$ cat src/rtl/pic_pkg.sv
package pic_pkg;
    localparam int LVL_W      = 4;
    localparam int FIELDS     = 4;
    localparam int REG_W      = LVL_W * FIELDS;
    localparam int IDX_W      = 8;
    localparam int CODE_W     = 12;
    localparam int OUT_LVL_W  = LVL_W + 1;
    localparam logic [CODE_W-1:0]    CODE_BASE = 12'h1C0;
    localparam logic [CODE_W-1:0]    CODE_STEP = 12'h020;
    localparam logic [OUT_LVL_W-1:0] NMI_LVL   = 5'd16;

    typedef logic [LVL_W-1:0] lvl_t;

    typedef struct packed {
        logic             valid;
        logic [IDX_W-1:0] idx;
        lvl_t             lvl;
    } winner_t;

    typedef struct packed {
        logic                 active;
        logic [OUT_LVL_W-1:0] level;
        logic [CODE_W-1:0]    code;
    } grant_t;

    function automatic logic [CODE_W-1:0] src_code(input logic [IDX_W-1:0] idx);
        return CODE_BASE + CODE_STEP * (CODE_W'(idx) + 12'd1);
    endfunction
endpackage

$ cat src/rtl/pic_prio_bank.sv
module pic_prio_bank
    import pic_pkg::*;
#(
    parameter int N_SRC  = 40,
    parameter int N_REG  = 10,
    parameter int ADDR_W = 4
) (
    input  logic              clk,
    input  logic              rst,
    input  logic              wr_en,
    input  logic [ADDR_W-1:0] addr,
    input  logic [REG_W-1:0]  wdata,
    output logic [REG_W-1:0]  rd_prio,
    output lvl_t              levels [N_SRC]
);
    logic [REG_W-1:0] bank_q [N_REG];

    for (genvar r = 0; r < N_REG; r++) begin : g_reg
        always_ff @(posedge clk) begin
            if (rst)
                bank_q[r] <= '0;
            else if (wr_en && addr == ADDR_W'(r))
                bank_q[r] <= wdata;
        end
    end

    for (genvar s = 0; s < N_SRC; s++) begin : g_field
        assign levels[s] = bank_q[s / FIELDS][(s % FIELDS) * LVL_W +: LVL_W];
    end

    always_comb begin
        rd_prio = '0;
        for (int r = 0; r < N_REG; r++)
            if (addr == ADDR_W'(r)) rd_prio = bank_q[r];
    end
endmodule

$ cat src/rtl/pic_arbiter.sv
module pic_arbiter
    import pic_pkg::*;
#(
    parameter int N_SRC = 40
) (
    input  logic [N_SRC-1:0] req,
    input  lvl_t             levels [N_SRC],
    output winner_t          win
);
    always_comb begin
        win = '0;
        for (int i = N_SRC - 1; i >= 0; i--) begin
            if (req[i] && levels[i] != '0 && levels[i] >= win.lvl) begin
                win.valid = 1'b1;
                win.idx   = IDX_W'(i);
                win.lvl   = levels[i];
            end
        end
    end
endmodule

$ cat src/rtl/pic_event_latch.sv
module pic_event_latch
    import pic_pkg::*;
(
    input  logic              clk,
    input  logic              rst,
    input  logic              ack,
    input  grant_t            grant,
    output logic [CODE_W-1:0] code_q
);
    always_ff @(posedge clk) begin
        if (rst)
            code_q <= '0;
        else if (ack && grant.active)
            code_q <= grant.code;
    end
endmodule

$ cat src/rtl/pic_top.sv
module pic_top
    import pic_pkg::*;
#(
    parameter int N_IRQ  = 8,
    parameter int N_PER  = 32,
    parameter int ADDR_W = 4
) (
    input  logic                 clk,
    input  logic                 rst,
    input  logic                 nmi,
    input  logic [N_IRQ-1:0]     irq,
    input  logic [N_PER-1:0]     periph,
    input  logic [LVL_W-1:0]     mask_lvl,
    input  logic                 ack,
    input  logic                 wr_en,
    input  logic [ADDR_W-1:0]    addr,
    input  logic [REG_W-1:0]     wdata,
    output logic [REG_W-1:0]     rdata,
    output logic                 core_req,
    output logic [OUT_LVL_W-1:0] req_level,
    output logic [CODE_W-1:0]    event_code
);
    localparam int N_SRC = N_IRQ + N_PER;
    localparam int N_REG = (N_SRC + FIELDS - 1) / FIELDS;

    logic [N_SRC-1:0] src_req;
    lvl_t             levels [N_SRC];
    logic [REG_W-1:0] rd_prio;
    winner_t          win;
    grant_t           grant;

    assign src_req = {periph, irq};

    pic_prio_bank #(.N_SRC(N_SRC), .N_REG(N_REG), .ADDR_W(ADDR_W)) u_bank (
        .clk(clk), .rst(rst), .wr_en(wr_en), .addr(addr),
        .wdata(wdata), .rd_prio(rd_prio), .levels(levels)
    );

    pic_arbiter #(.N_SRC(N_SRC)) u_arb (
        .req(src_req), .levels(levels), .win(win)
    );

    always_comb begin
        grant = '0;
        if (nmi) begin
            grant.active = 1'b1;
            grant.level  = NMI_LVL;
            grant.code   = CODE_BASE;
        end else if (win.valid && win.lvl > mask_lvl) begin
            grant.active = 1'b1;
            grant.level  = {1'b0, win.lvl};
            grant.code   = src_code(win.idx);
        end
    end

    always_ff @(posedge clk) begin
        if (rst) begin
            core_req  <= 1'b0;
            req_level <= '0;
        end else begin
            core_req  <= grant.active;
            req_level <= grant.level;
        end
    end

    pic_event_latch u_evt (
        .clk(clk), .rst(rst), .ack(ack), .grant(grant), .code_q(event_code)
    );

    always_comb begin
        if (addr == ADDR_W'(N_REG))
            rdata = {{(REG_W-CODE_W){1'b0}}, event_code};
        else
            rdata = rd_prio;
    end
endmodule

$ cat config.mk
export PLATFORM = sky130hd
export DESIGN_NAME = pic_top
export DESIGN_NICKNAME = d
export VERILOG_FILES = /design/src/rtl/pic_pkg.sv /design/src/rtl/pic_prio_bank.sv /design/src/rtl/pic_arbiter.sv /design/src/rtl/pic_event_latch.sv /design/src/rtl/pic_top.sv
export SDC_FILE = /design/constraint.sdc
export NUM_CORES = 1
export LEC_CHECK = 0
export CAP_MARGIN = 10
export CORE_ASPECT_RATIO = 1.1
export CORE_UTILIZATION = 60
export DETAILED_ROUTE_END_ITERATION = 10
export PLACE_DENSITY_LB_ADDON = 0.1
export SYNTH_ARGS = -nofsm -noshare
export SYNTH_HDL_FRONTEND = slang
export SYNTH_SLANG_ARGS = --single-unit
$ cat constraint.sdc
create_clock -name clk -period 114.9 [get_ports clk]
set_input_delay 34.47 -clock clk [delete_from_list [all_inputs] [get_ports clk]]
set_output_delay 34.47 -clock clk [all_outputs]
set_load 0.005 [all_outputs]
==> run_results.csv <==
group,metric,value,unit
synth,netlist_area,0.0171,mm^2
routing,firstDrtPassIters,7,
critical_path,cpMostUsedCell,"ha_1",
worst_hold_path,holdPathStages,1,
global_route,grt.overflow.total,0,
floorplanning,die-area,0.0292,mm^2
cts,post_cts_buffers,0,
critical_path,crit_slowest_cell,"clkdlybuf4s50_1",
critical_path,critPathMaxStageDelay,0.62,ns
placement,place_area,0.0184,mm^2
final_layout,nets,2264,
routing,wl_met1,21.2,mm
sta,fmax,9.62,MHz
synth,synth_cells,2025,
final_layout,layout-drive-gt1-share,0.0719,
cts,cts_tree,"built",
synth,synth_edf_count,160,
sta,fin_crit_sh,0.905,
critical_path,r2r_cells,312,
sta,setup_viol,0,
global_route,grt_pass1_wl,84.0,mm
placement,portBuffers,97,
sta,grt_setup_unrepaired,"no",
worst_hold_path,hold_class,"flop to flop",
sta,finalHoldViolCount,0,
critical_path,required,115.29,ns
critical_path,critPathCaptureType,"flop",
floorplanning,row_count,64,
routing,vias,16800,
synth,synth_cell_types,114,
critical_path,critPathKind,"input pin to flop",
sta,finClkSkew,0.0118,ns
synth,synth_commonest_cells,"and2_1, nand2_1, nor2_1",
critical_path,critPathBufInv,8,
sta,tightest_slew,1.19,ns
synth,yosysTopAreaCell,"edfxtp_1",
cts,cts_resized,0,
synth,synth_top_area_share,0.280,
routing,wl_per_cell,22.2,um
synth,ys_seq_area_frac,0.296,
critical_path,worstPathArrival,104.36,ns
routing,wirelength,54.9,mm
cts,htreeDepth,4,
floorplanning,die_width,163,um
cts,cts.hold.buffers_added,0,
sta,holdWs,0.519,ns
placement,routabilityCongestion,0.948,
floorplanning,io_pins,103,
critical_path,crit_cells,313,
placement,dpl.hpwl,42.9,mm
outcome,run_status,"complete, no violations",
final_layout,final_cells,2478,
global_route,grt_antenna_before_repair,3,
routing,ant_nets,0,
flow_run,max_cap_viol_count,0,
routing,top_layer_used,"met4",
routing,drt-initial-drc-count,1806,
global_route,grt_max_degree,32,
sta,drv_slew,0,
sta,max-slew-margin-rel,0.197,
critical_path,rrSetupSlack,45.12,ns
critical_path,crit_family,"compound AO/OA/AOI/OAI gates",
routing,viasPerCell,6.79,
critical_path,timing.rr.end,"u_evt.code_q[9]",
cts,cts_max_path_buffers,2,
synth,synthFlopType,"edfxtp_1",
worst_hold_path,min_from,"u_evt.code_q[9]",
critical_path,r2r-start,"u_bank.bank_q[4][28]",
floorplanning,start_util,0.613,
routing,drc,0,
cts,cts_buffers,17,
global_route,first_global_vias,15400,
worst_hold_path,hold_end,"u_evt.code_q[9]",
critical_path,cp_max_fo,10,
global_route,grtUsageTotal,0.375,
placement,dp.cells,2444,
cts,clk_latency,0.45,ns
final_layout,area_delta_synth_final,11.2,%
sta,min_period,103.98,ns
cts,cts_root_buf,"clkbuf_16",
floorplanning,die_height,179,um
cts,numClockSinks,173,
synth,synth_most_common_cell,"and2_1",
synth,async_reset_ff_frac,0,
floorplanning,core_area,0.0279,mm^2
synth,yosys_warnings,0,
routing,met3_length,4.62,mm
synth,synthTopCellsByArea,"edfxtp_1, and2_1, ha_1",
critical_path,cp-start-kind,"input pin",
routing,route.met2.wl,26.4,mm
final_layout,design_area,0.0191,mm^2
sta,tns,0,ns
cts,clk_pin_slew_worst_paths,0.07,ns
synth,syn_avg_cell_area,8.46,um^2
synth,synth-seq-cells,173,
-- stage by stage --
step	setup WS, ns	util
floorplan	20.17	-
global placement	12.68	0.660
detailed placement	11.44	0.660
CTS	11.54	0.682
global route	5.23	0.682
finish	10.92	0.682
-- per-layer routing --
layer | global-route usage | up-vias
met5 | 0 | -
met4 | 0.182 | 0
met3 | 0.0578 | 185
met2 | 0.640 | 804
met1 | 0.461 | 7969
li1 | - | 7880
-- final cells by class --
type / instances / area [um^2]
multi-input combinational: 1675 / 11400
fill: 2304 / 8890
sequential: 173 / 5060
timing repair buffer: 110 / 1070
inverter: 123 / 462
tap: 363 / 454
clock buffer: 17 / 425
clock inverter: 15 / 186
antenna: 2 / 5.00
-- worst max-delay path by stage --
stage                          start         endpoint  slack (ns)
after floorplan           periph[31]  u_evt.code_q[9]       20.17
after global placement    periph[31]  u_evt.code_q[9]       12.68
after detailed placement  periph[31]  u_evt.code_q[9]       11.44
after CTS                 periph[31]  u_evt.code_q[9]       11.54
after global routing      periph[31]  u_evt.code_q[9]        5.23
final                     periph[31]  u_evt.code_q[9]       10.92
-- placed cells by master (no fill, tap or decap), drive strengths merged, types with 9 or more instances in the layout --
cell	count
a31oi	37
mux2i	24
o41ai	16
o211a	9
and3	27
ha	95
edfxtp	160
o31ai	26
or2	21
maj3	14
buf	13
a21oi	128
o21ai	112
mux2	28
a211oi	32
clkbuf	17
nor2b	22
o41a	18
a22oi	14
o21a	19
nor2	162
nand2	178
inv	131
clkdlybuf4s50	97
nor3	35
a211o	14
a21o	37
or3	18
o31a	9
o2111ai	12
a221oi	17
a311oi	12
o211ai	32
a22o	10
and2	197
dfxtp	13
nor4	15
o22ai	16
nand3	59
nand2b	56
-- kinds of logic after synthesis --
logic type,after synthesis,share of synthesized area
AO/OA/AOI/OAI,663,0.285
XOR/XNOR,5,0.00256
adder cells (fa/ha/maj),109,0.0778
buffers and inverters,181,0.0408
flip-flops,173,0.296
multiplexers,59,0.0416
other,1,0.000219
AND/OR/NAND/NOR,834,0.256
-- registers in the layout, summed over array words and instances, names as in the netlist --
register / flops
core_req: 1
req_level: 5
u_bank.bank_q: 160
u_evt.code_q: 7
Power is not shown: default switching activity piles up to over one toggle a cycle in this logic, so the estimate is an artifact.
